--- config.mk ---
export PLATFORM = sky130hd
export DESIGN_NAME = shadow_dec_top
export DESIGN_NICKNAME = d
export VERILOG_FILES = /design/src/rtl/shadow_dec_pkg.sv /design/src/rtl/shadow_addr_class.sv /design/src/rtl/shadow_seg_table.sv /design/src/rtl/shadow_route.sv /design/src/rtl/shadow_dec_top.sv
export SDC_FILE = /design/constraint.sdc
export NUM_CORES = 1
export LEC_CHECK = 0
export BUFFER_PORTS_ARGS = -buffer_cell sky130_fd_sc_hd__buf_2
export CORE_MARGIN = 2
export CORE_UTILIZATION = 25
export CTS_CLUSTER_SIZE = 40
export DETAILED_ROUTE_END_ITERATION = 8
export PLACE_DENSITY = 0.66
export SYNTH_ARGS = -nofsm -noshare
export SYNTH_HDL_FRONTEND = slang
export SYNTH_SLANG_ARGS = --single-unit
--- constraint.sdc ---
create_clock -name clk -period 1.6 [get_ports clk]
set_clock_uncertainty 0.05 [all_clocks]
set_input_delay 0.32 -clock clk [delete_from_list [all_inputs] [get_ports clk]]
set_output_delay 0.32 -clock clk [all_outputs]
set_load 0.005 [all_outputs]
--- src/rtl/shadow_dec_pkg.sv ---
package shadow_dec_pkg;

  typedef enum logic [1:0] {
    AREA_LOW  = 2'd0,
    AREA_SEG  = 2'd1,
    AREA_BIOS = 2'd2
  } area_e;

  typedef struct packed {
    logic rd_dram;
    logic wr_dram;
    logic wr_ext;
  } route_t;

  localparam route_t ROUTE_LOCAL   = '{rd_dram: 1'b1, wr_dram: 1'b1, wr_ext: 1'b0};
  localparam route_t ROUTE_BUS     = '{rd_dram: 1'b0, wr_dram: 1'b0, wr_ext: 1'b1};
  localparam route_t ROUTE_COPY    = '{rd_dram: 1'b0, wr_dram: 1'b1, wr_ext: 1'b0};
  localparam route_t ROUTE_RO_DRAM = '{rd_dram: 1'b1, wr_dram: 1'b0, wr_ext: 1'b0};

endpackage

--- src/rtl/shadow_addr_class.sv ---
module shadow_addr_class
  import shadow_dec_pkg::*;
#(
  parameter int ADDR_W     = 20,
  parameter int SEG_SHIFT  = 14,
  parameter int FIRST_BLK  = 48,
  parameter int BIOS_BLK   = 60,
  parameter int IDX_W      = 4
) (
  input  logic [ADDR_W-1:0] addr,
  output area_e             area,
  output logic [IDX_W-1:0]  seg_idx
);
  localparam int BLK_W = ADDR_W - SEG_SHIFT;

  logic [BLK_W-1:0] blk;
  logic [BLK_W-1:0] rel;

  assign blk = addr[ADDR_W-1:SEG_SHIFT];
  assign rel = blk - BLK_W'(FIRST_BLK);

  always_comb begin
    seg_idx = '0;
    if (blk < BLK_W'(FIRST_BLK)) begin
      area = AREA_LOW;
    end else if (blk >= BLK_W'(BIOS_BLK)) begin
      area = AREA_BIOS;
    end else begin
      area    = AREA_SEG;
      seg_idx = rel[IDX_W-1:0];
    end
  end
endmodule

--- src/rtl/shadow_seg_table.sv ---
module shadow_seg_table #(
  parameter int C_SEGS  = 4,
  parameter int DE_SEGS = 8
) (
  input  logic [7:0]                bios_de_cfg,
  input  logic [7:0]                de_seg_en,
  input  logic [7:0]                c_area_cfg,
  output logic [C_SEGS+DE_SEGS-1:0] seg_on,
  output logic [C_SEGS+DE_SEGS-1:0] seg_wp
);
  localparam int HALF = DE_SEGS / 2;

  // C area: master enable in bit 4, write protect in bit 5
  for (genvar i = 0; i < C_SEGS; i++) begin : g_c
    assign seg_on[i] = c_area_cfg[4] & c_area_cfg[i];
    assign seg_wp[i] = c_area_cfg[5];
  end

  // D half uses enable bit 6 / protect bit 4; E half uses bit 5 / bit 3
  for (genvar j = 0; j < DE_SEGS; j++) begin : g_de
    if (j < HALF) begin : g_d
      assign seg_on[C_SEGS+j] = bios_de_cfg[6] & de_seg_en[j];
      assign seg_wp[C_SEGS+j] = bios_de_cfg[4];
    end else begin : g_e
      assign seg_on[C_SEGS+j] = bios_de_cfg[5] & de_seg_en[j];
      assign seg_wp[C_SEGS+j] = bios_de_cfg[3];
    end
  end
endmodule

--- src/rtl/shadow_route.sv ---
module shadow_route
  import shadow_dec_pkg::*;
#(
  parameter int NSEG  = 12,
  parameter int IDX_W = 4
) (
  input  area_e            area,
  input  logic [IDX_W-1:0] seg_idx,
  input  logic [NSEG-1:0]  seg_on,
  input  logic [NSEG-1:0]  seg_wp,
  input  logic             copy_mode,
  input  logic             bios_from_bus,
  output route_t           route
);
  logic sel_on;
  logic sel_wp;

  always_comb begin
    sel_on = 1'b0;
    sel_wp = 1'b0;
    for (int k = 0; k < NSEG; k++) begin
      if (seg_idx == IDX_W'(k)) begin
        sel_on = seg_on[k];
        sel_wp = seg_wp[k];
      end
    end
  end

  always_comb begin
    unique case (area)
      AREA_LOW:  route = ROUTE_LOCAL;
      AREA_BIOS: route = bios_from_bus ? ROUTE_COPY : ROUTE_RO_DRAM;
      AREA_SEG: begin
        if (!sel_on)       route = ROUTE_BUS;
        else if (copy_mode) route = ROUTE_COPY;
        else if (sel_wp)   route = ROUTE_RO_DRAM;
        else               route = ROUTE_LOCAL;
      end
      default:   route = ROUTE_LOCAL;
    endcase
  end
endmodule

--- src/rtl/shadow_dec_top.sv ---
module shadow_dec_top
  import shadow_dec_pkg::*;
#(
  parameter int ADDR_W    = 20,
  parameter int SEG_SHIFT = 14,
  parameter int C_SEGS    = 4,
  parameter int DE_SEGS   = 8,
  parameter int BIOS_BLKS = 4
) (
  input  logic              clk,
  input  logic              rst,
  input  logic              req_valid,
  input  logic [ADDR_W-1:0] req_addr,
  input  logic [7:0]        bios_de_cfg,
  input  logic [7:0]        de_seg_en,
  input  logic [7:0]        c_area_cfg,
  output logic              rsp_valid,
  output logic              rd_dram,
  output logic              wr_dram,
  output logic              wr_ext
);
  localparam int NSEG       = C_SEGS + DE_SEGS;
  localparam int TOTAL_BLKS = 2 ** (ADDR_W - SEG_SHIFT);
  localparam int BIOS_BLK   = TOTAL_BLKS - BIOS_BLKS;
  localparam int FIRST_BLK  = BIOS_BLK - NSEG;
  localparam int IDX_W      = $clog2(NSEG);

  area_e            area;
  logic [IDX_W-1:0] seg_idx;
  logic [NSEG-1:0]  seg_on;
  logic [NSEG-1:0]  seg_wp;
  route_t           route;

  shadow_addr_class #(
    .ADDR_W(ADDR_W), .SEG_SHIFT(SEG_SHIFT), .FIRST_BLK(FIRST_BLK),
    .BIOS_BLK(BIOS_BLK), .IDX_W(IDX_W)
  ) u_class (
    .addr(req_addr), .area(area), .seg_idx(seg_idx)
  );

  shadow_seg_table #(.C_SEGS(C_SEGS), .DE_SEGS(DE_SEGS)) u_table (
    .bios_de_cfg(bios_de_cfg), .de_seg_en(de_seg_en), .c_area_cfg(c_area_cfg),
    .seg_on(seg_on), .seg_wp(seg_wp)
  );

  shadow_route #(.NSEG(NSEG), .IDX_W(IDX_W)) u_route (
    .area(area), .seg_idx(seg_idx), .seg_on(seg_on), .seg_wp(seg_wp),
    .copy_mode(c_area_cfg[6]), .bios_from_bus(bios_de_cfg[7]), .route(route)
  );

  always_ff @(posedge clk) begin
    if (rst) begin
      rsp_valid <= 1'b0;
      rd_dram   <= 1'b0;
      wr_dram   <= 1'b0;
      wr_ext    <= 1'b0;
    end else begin
      rsp_valid <= req_valid;
      if (req_valid) begin
        rd_dram <= route.rd_dram;
        wr_dram <= route.wr_dram;
        wr_ext  <= route.wr_ext;
      end
    end
  end

  AST_WR_EXCLUSIVE: assert property (@(posedge clk) disable iff (rst)
    !(wr_dram && wr_ext));

  AST_VALID_FOLLOWS: assert property (@(posedge clk) disable iff (rst)
    req_valid |=> rsp_valid);

  AST_LOW_TO_DRAM: assert property (@(posedge clk) disable iff (rst)
    (rsp_valid && $past(req_addr[ADDR_W-1:ADDR_W-2] != 2'b11))
      |-> (rd_dram && wr_dram && !wr_ext));

  AST_BIOS_NO_BUS_WRITE: assert property (@(posedge clk) disable iff (rst)
    (rsp_valid && $past(req_addr[ADDR_W-1:ADDR_W-4] == 4'hF)) |-> !wr_ext);

  AST_BUS_WRITE_BUS_READ: assert property (@(posedge clk) disable iff (rst)
    (rsp_valid && wr_ext) |-> !rd_dram);

  AST_COPY_READS_BUS: assert property (@(posedge clk) disable iff (rst)
    (rsp_valid && $past(c_area_cfg[6]) &&
     $past(req_addr[ADDR_W-1:ADDR_W-2] == 2'b11) &&
     $past(req_addr[ADDR_W-1:ADDR_W-4] != 4'hF)) |-> !rd_dram);

  AST_C_PROTECT: assert property (@(posedge clk) disable iff (rst)
    (rsp_valid && $past(req_addr[ADDR_W-1:ADDR_W-4] == 4'hC) &&
     $past(c_area_cfg[5]) && !$past(c_area_cfg[6])) |-> !wr_dram);

endmodule

Yosys cells after proc, flatten, opt, wreduce, memory -nomap -nowiden
Cells that the tools add are included.
{"block": "totals", "output_inout_bits": 4, "word_cells": 66, "input_bits": 47, "regBits": 4}
{"block": "classes", "reduce_logical": 1, "order_cmp": 2, "bitwise_logic": 12, "n_mux": 33, "add_sub_neg": 1, "n_eq_ne": 13}
{"op": "1-bit two-way mux", "count": 24}
{"op": "4-bit by 3-bit equality test with 1-bit output (second input constant)", "count": 4}
{"op": "4-bit equality test (second input constant)", "count": 4}
{"op": "1-bit AND", "count": 12}
{"op": "3-bit two-way mux", "count": 3}
{"op": "4-bit by 2-bit equality test with 1-bit output (second input constant)", "count": 2}
{"op": "4-bit two-way mux", "count": 2}
{"op": "6-bit >= comparator (second input constant)", "count": 1}
{"op": "6-bit less-than comparator (second input constant)", "count": 1}
{"op": "2-bit two-way mux", "count": 3}
{"op": "3-bit case mux with 2 select lines", "count": 1}
{"op": "4-bit by 1-bit equality test with 1-bit output (second input constant)", "count": 1}
{"op": "4-bit zero test", "count": 1}
{"op": "4-bit by 1-bit subtractor with 4-bit output (second input constant)", "count": 1}
{"op": "2-bit by 1-bit equality test with 1-bit output (second input constant)", "count": 1}
{"op": "2-bit equality test (second input constant)", "count": 1}

Depth between registers and ports, before layout
Gate-level depths: netlist (run 1).
{"block": "depth", "depth_word": 20, "ltp_mapped": 6, "mapped_depth_nobuf": 5}

Modules after synthesis
From an unflattened synthesis (run 1), not the netlist that was laid out.
{"block": "hier_totals", "hier_cells": 97, "hier_area_um2": 757.0}
{"mod": "shadow_route", "cells_per_inst": 54, "area_each_um2": 407.9, "seq_area_each_um2": 0.0, "n_inst": 1}
{"mod": "shadow_seg_table", "cells_per_inst": 24, "area_each_um2": 165.2, "seq_area_each_um2": 0.0, "n_inst": 1}
{"mod": "shadow_dec_top", "cells_per_inst": 11, "area_each_um2": 127.6, "seq_area_each_um2": 80.1, "n_inst": 1}
{"mod": "shadow_addr_class", "cells_per_inst": 8, "area_each_um2": 56.3, "seq_area_each_um2": 0.0, "n_inst": 1}

Worst setup path before layout (run 1)
Ideal clock, no wire load.
{"block": "synth_path", "path_type": "in2reg", "start": "input port req_addr[14]", "end": "register wr_dram", "arrival_ns": 1.294, "path_stages": 5, "t_required_ns": 1.434, "path_slack_ns": 0.140, "cell_sequence": "buf_6 -> mux4_2 -> nand4_1 -> o211ai_2 -> a31o_1"}
{"block": "synth_between", "elab_chain_len": 20, "elab_cells_between_ends": 49, "classes_between": "add/sub: 1; order compare: 2; eq/ne: 13; mux: 32; reduce/logical: 1"}
{"element": "from (decl)", "line": "shadow_dec_top.sv:13", "source": "input logic [ADDR_W-1:0] req_addr,"}
{"element": "6-bit >= comparator / 4-bit by 1-bit subtractor with 4-bit output (equally long branches)", "line": "shadow_addr_class.sv:26, shadow_addr_class.sv:20"}
{"element": "4-bit two-way mux", "line": "shadow_addr_class.sv:26", "source": "end else if (blk >= BLK_W'(BIOS_BLK)) begin"}
{"element": "4-bit two-way mux", "line": "shadow_addr_class.sv:24", "source": "if (blk < BLK_W'(FIRST_BLK)) begin"}
{"element": "4-bit zero test", "line": "shadow_route.sv:22", "source": "if (seg_idx == IDX_W'(k)) begin"}
{"element": "1-bit two-way mux (12 in a row)", "line": "shadow_route.sv:22"}
{"element": "2-bit two-way mux", "line": "shadow_route.sv:36", "source": "else if (sel_wp) route = ROUTE_RO_DRAM;"}
{"element": "3-bit two-way mux", "line": "shadow_route.sv:35", "source": "else if (copy_mode) route = ROUTE_COPY;"}
{"element": "3-bit two-way mux", "line": "shadow_route.sv:34", "source": "if (!sel_on) route = ROUTE_BUS;"}
{"element": "3-bit case mux with 2 select lines (*)", "line": "shadow_route.sv:30", "source": "unique case (area)"}
{"element": "to (signal assigned)", "line": "shadow_dec_top.sv:61", "source": "wr_dram <= route.wr_dram;"}
{"element": "to (decl)", "line": "shadow_dec_top.sv:19", "source": "output logic wr_dram,"}
Mark *: on every way between the ends. The rest lies on a longest branch, timed or not.
A chain may end at the register's enable or synchronous reset.

Final worst setup path (run 1)
Ends and elaborated chain as after synthesis.

==> results, run 1 <==
- Clock-pin slew was measured on the worst setup and hold paths at 0.04 ns.
- In this run, post-CTS hold repair placed 0 buffers.
- The start point of the critical path is req_addr[14].
- The worst hold path passes through 2 cells.
- The area of all placed cells without fillers is 602 um^2.
- Summing all placed instances gives a cell area of 579 um^2.
- The leakage dissipation is between 0.3 and 0.4 nW.
- TritonCTS built the clock tree.
- The endpoint of the worst hold-timing path is rsp_valid$_SDFF_PP0_.
- The number of antenna violations at the first check in global routing is 0.
- In this run the register-to-register setup slack is approximately 0.7 ns.
- From bottom edge to top edge, the die measures 43.6 um.
- Measured against its own limit, the worst slew margin works out to 0.839.
- The Yosys step of the flow raised 0 warnings.
- Gates resized during post-CTS repair numbered 0.
- The flow ran to the end, and the final reports show no timing, DRC or antenna violations.
- The later pin in the worst-skew pair is clocked with a latency of 0.24 ns.
- The synthesized design spends more area on one cell type than any other, namely dfxtp_1.
- In the global route stage, overall resource usage came out at 0.129.
- The worst setup path is captured at a flip-flop.
- The transition at the pin with the smallest max-transition slack is about 0.24 ns.
- In this design, the stage delay of the slowest critical-path cell is 0.52 ns.
- The tree built by TritonCTS fans out to 4 sinks.
- The share of layout cells above drive strength 1 is 0.488.
- The final estimated routing congestion in global placement is 0.722.
- The cell count after synthesis is 50.
- The die is roughly 44 um wide.
- The floorplan step defined a die boundary enclosing 1900 um^2.
- For this configuration, the core starts out at a cell density of 0.264.
- The fmax is 733 MHz.
- The final critical path time including I/O delays and setup is 1.36 ns.
- The overall power consumption is 0.348 mW.
- The final clock period utilization by the worst path is 0.852.
- The final-report max-slew violation count is 0.
- The count of cells in the finished layout, fillers not included, comes to 102.
- The maximum clock path buffer count is 2.
- In the post-synthesis netlist, the biggest area contributors are dfxtp_1 (20%), mux2i_1 (7.6%), mux4_2 (5.7%).
- The peak supply drop is 373 uV.
- The first detailed-routing pass took 4 iterations.
- The number of buffers inserted by post-CTS setup repair is 0.
- The number of buffers created by CTS is 3.
- After detailed routing, the number of vias per cell comes to 4.99.
- The kind of critical path is in -> reg.
- The critical path data required time is 1.68 ns.
- The worst register-to-register path begins at wr_dram$_SDFFE_PP0P_.
- Setup violations remaining at the end of the flow were counted as 0.
- The number of H-tree levels is 1.
- At the end of the flow the core is filled with cells to 0.404.
- The first global-routing pass estimated roughly 1800 um of wire.
- Setup repair after global routing left no endpoint under its margin.
- CTS placed an instance of clkbuf_4 at the clock tree root.
- The kind of start point of the critical path is an input port.
- The number of synthesized register bits is 4.
- In this run the remaining antenna-violating nets after routing total 0.
- The top cell types in the final layout, fill and taps aside, are buf_2 (32), a21oi_1 (4), nand2_1 (4), dfxtp_1 (4).
- The path depth of the worst reg2reg path is 3.
- The total inserted antenna cells is 0.
- The synthesized area per cell is 7.86 um^2.
- The total vias in the final route is 509.
- Entering global routing, the biggest net connects 7 pins.
- The count of cell types in the netlist is 27.
- The worst endpoint data arrival time is 1.44 ns.
- Summing every instance area after synthesis gives 393 um^2.
- The detailed-route wire length is 1080 um.
- Traced cell by cell, the critical path runs through buf_2, mux4_2, nand4_1, o211ai_2, a31o_1.
- The critical path's slowest cell is mux4_2.
- The number of standard-cell rows in the floorplan is 14.
- In this run the power density over the cells is ~580 nW/um^2.
- The net count after synthesis is 97.
- The region available for standard cell placement spans 1490 um^2.
- The count of boundary I/O pins is 51.
- The post-placement cell count is 99.
- Max-cap violations in this run came to 0.
- In the final routed layout, each cell accounts on average for about 11 um.
- The share of the Yosys chip area taken by registers is 0.204.
- The largest fanout on the critical path is 6.
- The worst min-delay path class is in -> reg.
- The share of the synthesized area in the top cell type is 0.204.
- The final hold violation count was 0.
- The total overflow reported by the global router is 0.
- In this run the critical register-to-register path is captured at wr_dram$_SDFFE_PP0P_.
- The hold path startpoint is rst.
- The violation count after the first detailed-routing iteration is 12.
- The HPWL after detailed placement is 899 um.
- The growth of design area from synthesis to finish is 53.2%.
- The post-route DRC violation count is 0.
- The number of buffer cells added on primary ports is 32.
- The most common cell after layout, fill and taps aside is buf_2.
- The number of global-route vias before repair is ~480.
- The total number of nets in the final design is around 140.
## power by group
group / internal (mW) / switching (mW) / total (mW)
Combinational: 0.0619 / 0.0502 / 0.112
Clock: 0.0839 / 0.0428 / 0.127
Sequential: 0.107 / 0.00236 / 0.109
Total: 0.253 / 0.0953 / 0.348
## layer usage
metal	vias to the layer above	global-route usage	wire length, um
li1	267	-	-
met1	220	0.137	447
met2	20	0.218	517
met3	2	0.0625	92
met4	0	0.0545	19
met5	-	0	0
## logic make-up after synthesis
family	Yosys count	synth area share
AOI/OAI and AO/OA	16	0.274
muxes	5	0.162
buffers and inverters	4	0.0605
and+or+nand+nor	21	0.299
DFF	4	0.204
## cell type report
cell class                      instances  area [um^2]
Clock buffer                            3         22.5
Fill cell                             166          887
Inverter                                2         7.51
Multi-Input combinational cell         42          289
Sequential cell                         4         80.1
Tap cell                               16         20.0
Timing Repair Buffer                   35          183
## Yosys cell counts
library cell and instances:
a21o_1 2, a21oi_1 4, a311oi_1 1, a31o_1 1
a31oi_1 1, and2_1 1, buf_2 1, buf_6 1
dfxtp_1 4, inv_1 2, mux2_2 1, mux2i_1 3
mux4_2 1, nand2_1 4, nand2b_1 3, nand2b_4 1
nand3_1 3, nand4_1 1, nor2_1 3, nor2b_1 1
nor3_1 2, nor4_1 1, nor4b_1 1, o211ai_2 1
o21ai_0 3, o22ai_1 2, o32ai_1 1
## worst max-delay path: cells and delay by family
| kind | cells | cell delay [ns] |
|---|---|---|
| mux | 1 | 0.52 |
| buf+inv | 1 | 0.16 |
| compound gates | 2 | 0.32 |
| simple gates | 1 | 0.12 |
## registers in the layout (all words and copies together) (netlist names)
name	count
wr_dram	1
rd_dram	1
rsp_valid	1
wr_ext	1
## worst max path at each step
stage	to	slack (ns)	cells after the start
global route	wr_dram$_SDFFE_PP0P_	0.18	7
finish	wr_dram$_SDFFE_PP0P_	0.24	5
global placement	wr_dram$_SDFFE_PP0P_	-0.008	5
detailed placement	wr_dram$_SDFFE_PP0P_	-0.03	5
floorplan	wr_dram$_SDFFE_PP0P_	0.14	5
CTS	wr_dram$_SDFFE_PP0P_	0.23	5
## metrics by stage
step / hold WS (ns) / TNS, ns / setup WS, ns
global route: 0.284 / 0 / 0.180
detailed placement: 0.419 / -0.0325 / -0.0325
CTS: 0.273 / 0 / 0.225
floorplan: 0.353 / 0 / 0.140
global placement: 0.417 / -0.00817 / -0.00817
finish: 0.286 / 0 / 0.236
(Power assumes the default switching activity.)
==> run 2: changes to the inputs <==
--- a/config.mk
+++ b/config.mk
@@ -6,6 +6,7 @@
 export NUM_CORES = 1
 export LEC_CHECK = 0
 export BUFFER_PORTS_ARGS = -buffer_cell sky130_fd_sc_hd__buf_2
+export CORE_ASPECT_RATIO = 1.2
 export CORE_MARGIN = 2
 export CORE_UTILIZATION = 25
 export CTS_CLUSTER_SIZE = 40
==> results, run 2 (same netlist as run 1, synthesis figures left out) <==
- The flow ran to the end, and the final reports show no timing, DRC or antenna violations.
- The filler-free cell count of the finished design was 103 (+0.98%).
- The number of standard-cell rows in the floorplan came to 15 (+1).
- The largest fanout on the critical path is 6 (unchanged).
- The wire length of the first global-routing pass is 1700 um (-6.1%).
- The worst min-delay path class is in -> reg.
- The initial core utilization is 0.268 (+0.00451).
- The setup TNS is 0 ns (unchanged).
- The via density per instance is 4.90 (-1.7%).
- The final-report max-slew violation count came to 0 (unchanged).
- The transition at the pin with the smallest max-transition slack is 0.265 ns (+0.0278 ns).
- The core occupancy in the finished layout is 0.412 (+0.00776).
- The leakage dissipation is 0.300 nW (-0.11%).
- The area of the core region is 1460 um^2 (-1.7%).
- The hold-fix buffer count after cts is 0 (unchanged).
- The share of layout cells above drive strength 1 came to 0.488 (unchanged).
- The library cells used most frequently in the layout, excluding fill and tap cells, are buf_2 (32), a21oi_1 (4), nand2_1 (4), dfxtp_1 (4).
- The chip height came to 47.4 um (+8.7%).
- The setup slack on the worst flop-to-flop path is 0.68 ns (-0.04 ns).
- The final estimated routing congestion in global placement is 0.796 (+10%).
- The pin count of the biggest net entering global routing is 7 (unchanged).
- The power density normalized to cell area was 572 nW/um^2 (-1.2%).
- The final critical path time including I/O delays and setup is 1.39 ns (+0.0231 ns).
- The area of combinational cells with multiple inputs was 289 um^2 (unchanged).
- TritonCTS built the clock tree.
- The cell area after placement is 581 um^2 (+0.22%).
- Leaving out fill and tap cells, the most frequent cell in the layout is buf_2.
- The tree is rooted in a clkbuf_4.
- The count of boundary I/O pins is 51 (unchanged).
- The number of buffers created by CTS was 3 (unchanged).
- The total overflow reported by the global router is 0 (unchanged).
- The post-route DRC violation count is 0 (unchanged).
- The detail-routed net length per standard cell is 11.0 um (+4.0%).
- The residual antenna-violating net count after detailed routing is 0 (unchanged).
- The critical path's slowest cell is mux4_2.
- The violation count after the first detailed-routing iteration is 12 (unchanged).
- The number of H-tree levels is 1 (unchanged).
- STA classifies the critical path startpoint as an input port.
- The number of buffer cells added on primary ports is 32 (unchanged).
- The worst endpoint data arrival time was 1.46 ns (+0.02 ns).
- The total vias in the final route is 505 (-0.79%).
- The number of max-cap violations is 0 (unchanged).
- Setup repair after global routing left no endpoint under its margin.
- The full die area is 1910 um^2 (about the same).
- The HPWL after detailed placement was 961 um (+6.9%).
- The post-placement cell count came to 100 (+1.0%).
- The total number of nets in the final design is 135 (unchanged).
- The critical path data required time is 1.67 ns (about the same).
- The maximum clock path buffer count is 2 (unchanged).
- The final hold violation count is 0 (unchanged).
- The total inserted antenna cells came to 0 (unchanged).
- The setup-violating endpoint count in the final report is 0 (unchanged).
- In this run the critical register-to-register path is captured at wr_dram$_SDFFE_PP0P_.
- The final worst hold slack is 0.303 ns (+0.0178 ns).
- The register cell area after layout is 80.1 um^2 (unchanged).
- The post-cts sizing count is 0 (unchanged).
- The area of all placed cells without fillers is 603 um^2 (+0.21%).
- The fmax is 721 MHz (-1.7%).
- The startpoint of the most critical register-to-register path is wr_dram$_SDFFE_PP0P_.
- The area growth from synthesis to layout is 53.5%.
- The path depth of the worst reg2reg path was 3 (unchanged).
- The number of buffers inserted by post-CTS setup repair is 0 (unchanged).
- The number of global-route vias before repair came to 463 (-2.7%).
- The final clock period utilization by the worst path is 0.867 (+0.0144).
- The detailed-route wire length is 1130 um (+5.0%).
- The worst setup path is captured at a flip-flop.
- The count of TritonRoute iterations in the first routing pass is 4 (unchanged).
- The global-route usage over all layers is 0.130 (+0.000840).
- The most critical setup path has its startpoint at req_addr[14].
- The startpoint identified for the worst hold timing path is rst.
- For hold timing, the worst endpoint is rsp_valid$_SDFF_PP0_.
- The filler cell count in the final layout is 165 (-0.60%).
- The kind of critical path is in -> reg.
- The clock latency of the later-clocked register in the worst-skew pair came to 0.23 ns (about the same).
- The signal on the critical path passes through buf_2, mux4_2, nand4_1, o211ai_2, a31o_1.
- The biggest cell delay along the critical path was 0.53 ns (about the same).
- The x dimension of the die is 40.2 um (-7.9%).
- The number of clock sinks is 4 (unchanged).
- The clock-pin slew on the worst setup and hold paths is 0.04 ns (about the same).
- The number of antenna violations at the first check in global routing was 0 (unchanged).
- The worst slew margin relative to its limit came to 0.821 (-0.0179).
- The peak supply drop is 423 uV (+13%).
- The number of stages on the worst hold path is 2 (unchanged).
run 2: cell counts in the layout (fill, tap and decap cells not counted):
Identical to the previous run, type by type.
run 2: metal layers:
layer | vias to the layer above | routed length [um] | track usage
met5 | - | 0 | 0
li1 | 263 | - | -
met4 | 0 | 0 | 0
met2 | 26 | 519 | 0.232
met1 | 216 | 477 | 0.142
met3 | 0 | 135 | 0.0744
run 2: critical path: cells and delay by family:
kind	cells	cell delay (ns)
buffers and inverters	1	0.17
AND/OR/NAND/NOR	1	0.12
AO/OA/AOI/OAI	2	0.33
multiplexers	1	0.53
run 2: per-stage QoR:
| stage | power [mW] | setup slack (ns) |
|---|---|---|
| after CTS | 0.353 | 0.202 |
| final | 0.345 | 0.213 |
| after floorplan | 0.166 | 0.140 |
| after global routing | 0.377 | 0.183 |
| after detailed placement | 0.225 | -0.0394 |
| after global placement | 0.222 | -0.00846 |
run 2: where the power goes:
group	total [mW]	internal (mW)	switching, mW
sequential	0.109	0.107	0.00242
combinational	0.114	0.0620	0.0518
clock	0.122	0.0837	0.0380
total	0.345	0.253	0.0922
run 2: worst max-delay path by stage:
| stage | slack (ns) | to | cells past startpoint |
|---|---|---|---|
| final | 0.21 | wr_dram$_SDFFE_PP0P_ | 5 |
| after global placement | -0.008 | wr_dram$_SDFFE_PP0P_ | 5 |
| after floorplan | 0.14 | wr_dram$_SDFFE_PP0P_ | 5 |
| after CTS | 0.20 | wr_dram$_SDFFE_PP0P_ | 5 |
| after detailed placement | -0.04 | wr_dram$_SDFFE_PP0P_ | 5 |
| after global routing | 0.18 | wr_dram$_SDFFE_PP0P_ | 7 |
run 2: layout make-up:
cell class                 instances  area share
multi-input combinational         42       0.479
timing repair buffer              35       0.303
sequential                         4       0.133
clock buffer                       3      0.0373
tap                               17      0.0353
inverter                           2      0.0124
==> run 3: changes to the inputs <==
--- a/config.mk
+++ b/config.mk
@@ -9,7 +9,8 @@
 export CORE_ASPECT_RATIO = 1.2
 export CORE_MARGIN = 2
 export CORE_UTILIZATION = 25
-export CTS_CLUSTER_SIZE = 40
+export CTS_BUF_LIST = sky130_fd_sc_hd__clkbuf_8
+export CTS_CLUSTER_SIZE = 14
 export DETAILED_ROUTE_END_ITERATION = 8
 export PLACE_DENSITY = 0.66
 export SYNTH_ARGS = -nofsm -noshare
==> results, run 3 (same netlist as run 1, synthesis figures left out) <==
- Leaving out fill and tap cells, the most frequent cell in the layout is buf_2.
- The wire length of the first global-routing pass was 1720 um (+1.2%).
- The final-report max-slew violation count is 0 (unchanged).
- The CTS tree is done.
- The power density normalized to cell area was 704 nW/um^2 (+23%).
- The HPWL after detailed placement was 961 um (unchanged).
- The critical path data required time came to 1.65 ns (-0.02 ns).
- The initial core utilization is 0.268 (unchanged).
- STA classifies the critical path startpoint as an input port.
- The violation count after the first detailed-routing iteration is 8 (-4).
- The x dimension of the die was 40.2 um (unchanged).
- The peak supply drop was 482 uV (+14%).
- Setup repair after global routing left no endpoint under its margin.
- The endpoint identified for the worst register-to-register timing path is wr_dram$_SDFFE_PP0P_.
- The signal on the critical path passes through buf_2, mux4_2, nand4_1, o211ai_2, a31o_1.
- The pin count of the biggest net entering global routing came to 7 (unchanged).
- The detailed-route wire length is 1160 um (+2.5%).
- The number of H-tree levels is 1 (unchanged).
- The final estimated routing congestion in global placement is 0.796 (unchanged).
- The critical path is of the in -> reg type.
- The total inserted antenna cells was 0 (unchanged).
- The flow ran to the end, and the final reports show no timing, DRC or antenna violations.
- The final clock period utilization by the worst path is 0.876 (+0.00880).
- The clock-pin slew on the worst setup and hold paths came to 0.03 ns (about the same).
- The global-route usage over all layers is 0.134 (+0.00378).
- The number of buffers inserted by post-CTS setup repair is 0 (unchanged).
- The total vias in the final route is 513 (+1.6%).
- The setup-violating endpoint count in the final report was 0 (unchanged).
- In this run the clock root is driven by a clkbuf_8.
- The detail-routed net length per standard cell is 11.3 um (+2.5%).
- The number of antenna violations at the first check in global routing is 0 (unchanged).
- The setup slack on the worst flop-to-flop path is 0.68 ns (about the same).
- The worst register-to-register path begins at wr_dram$_SDFFE_PP0P_.
- The residual antenna-violating net count after detailed routing is 0 (unchanged).
- The filler-free cell count of the finished design is 103 (unchanged).
- The critical path's slowest cell is mux4_2.
- The count of TritonRoute iterations in the first routing pass is 4 (unchanged).
- The setup TNS is 0 ns (unchanged).
- The area of the core region is 1460 um^2 (unchanged).
- Compared with the post-synthesis result, the final layout area differs by 58.3%.
- The biggest cell delay along the critical path came to 0.53 ns (about the same).
- In the layout the commonest cells are buf_2 (32), a21oi_1 (4), nand2_1 (4), dfxtp_1 (4).
- The post-placement cell count is 100 (unchanged).
- The filler cell count in the final layout was 164 (-0.61%).
- The hold-fix buffer count after cts came to 0 (unchanged).
- The largest fanout on the critical path came to 6 (unchanged).
- The post-route DRC violation count is 0 (unchanged).
- The worst endpoint data arrival time was 1.46 ns (about the same).
- The share of layout cells above drive strength 1 came to 0.488 (unchanged).
- The number of buffer cells added on primary ports is 32 (unchanged).
- The number of global-route vias before repair is 466 (+0.65%).
- The full die area is 1910 um^2 (unchanged).
- The number of max-cap violations was 0 (unchanged).
- The endpoint kind of the worst setup timing path is a flip-flop.
- The worst slew margin relative to its limit was 0.821 (about the same).
- The number of clock sinks is 4 (unchanged).
- The via density per instance is 4.98 (+1.6%).
- The maximum clock path buffer count is 2 (unchanged).
- The leakage dissipation is 0.308 nW (+2.6%).
- The total number of nets in the final design was 135 (unchanged).
- The final hold violation count is 0 (unchanged).
- The post-cts sizing count was 0 (unchanged).
- The worst hold path belongs to the class in -> reg.
- The clock latency of the later-clocked register in the worst-skew pair is 0.22 ns (about the same).
- The final critical path time including I/O delays and setup is 1.40 ns (+0.0141 ns).
- The number of buffers created by CTS is 3 (unchanged).
- The critical path starts at req_addr[14].
- The number of standard-cell rows in the floorplan is 15 (unchanged).
- In this run the worst setup path terminates at wr_dram$_SDFFE_PP0P_.
- The fmax is 714 MHz (-1.0%).
- The transition at the pin with the smallest max-transition slack is 0.266 ns (+0.000370 ns).
- The path depth of the worst reg2reg path is 3 (unchanged).
- The total overflow reported by the global router came to 0 (unchanged).
- The count of boundary I/O pins is 51 (unchanged).
- The chip height is 47.4 um (unchanged).
run 3: cell counts in the layout (fill, tap and decap cells not counted):
No cell type changed its count.
run 3: where the power goes:
| part | total, mW | switching [mW] | internal (mW) |
|---|---|---|---|
| Sequential | 0.109 | 0.00242 | 0.107 |
| Combinational | 0.114 | 0.0521 | 0.0620 |
| Clock | 0.214 | 0.0538 | 0.160 |
run 3: worst min-delay path by stage:
stage	from	to	slack, ns	cells past startpoint
after global routing	rst	rsp_valid$_SDFF_PP0_	0.34	2
after CTS	rst	rsp_valid$_SDFF_PP0_	0.31	2
after global placement	wr_ext$_SDFFE_PP0P_	wr_ext$_SDFFE_PP0P_	0.42	2
after detailed placement	wr_ext$_SDFFE_PP0P_	wr_ext$_SDFFE_PP0P_	0.41	2
final	rst	rsp_valid$_SDFF_PP0_	0.31	2
after floorplan	rst	rsp_valid$_SDFF_PP0_	0.35	1
run 3: per-stage QoR:
stage	power (mW)	worst slack (ns)	instance area [um^2]	hold WS (ns)	utilization
after global placement	0.222	-0.00846	581	0.417	0.397
after global routing	0.465	0.153	622	0.336	0.425
after detailed placement	0.225	-0.0394	581	0.414	0.397
after CTS	0.446	0.182	622	0.306	0.425
final	0.438	0.199	622	0.313	0.425
after floorplan	0.166	0.140	393	0.353	-
run 3: layer usage:
layer / vias up / part of all wire / GRT usage
met1: 220 / 0.42 / 0.139
met2: 26 / 0.45 / 0.239
met4: 0 / 0.012 / 0.0400
met5: - / 0 / 0
li1: 264 / - / -
met3: 3 / 0.11 / 0.0605
run 3: final cells by class:
| type | instances | area, um^2 | share of cell area |
|---|---|---|---|
| Clock buffer | 3 | 41.3 | 0.0664 |
| Inverter | 2 | 7.51 | 0.0121 |
| Multi-Input combinational cell | 42 | 289 | 0.465 |
| Sequential cell | 4 | 80.1 | 0.129 |
| Tap cell | 17 | 21.3 | 0.0342 |
| Timing Repair Buffer | 35 | 183 | 0.294 |
run 3: worst max-delay path: cells and delay by family:
kind / cells / cell delay (ns)
mux: 1 / 0.53
compound gates: 2 / 0.32
buf+inv: 1 / 0.17
simple gates: 1 / 0.12
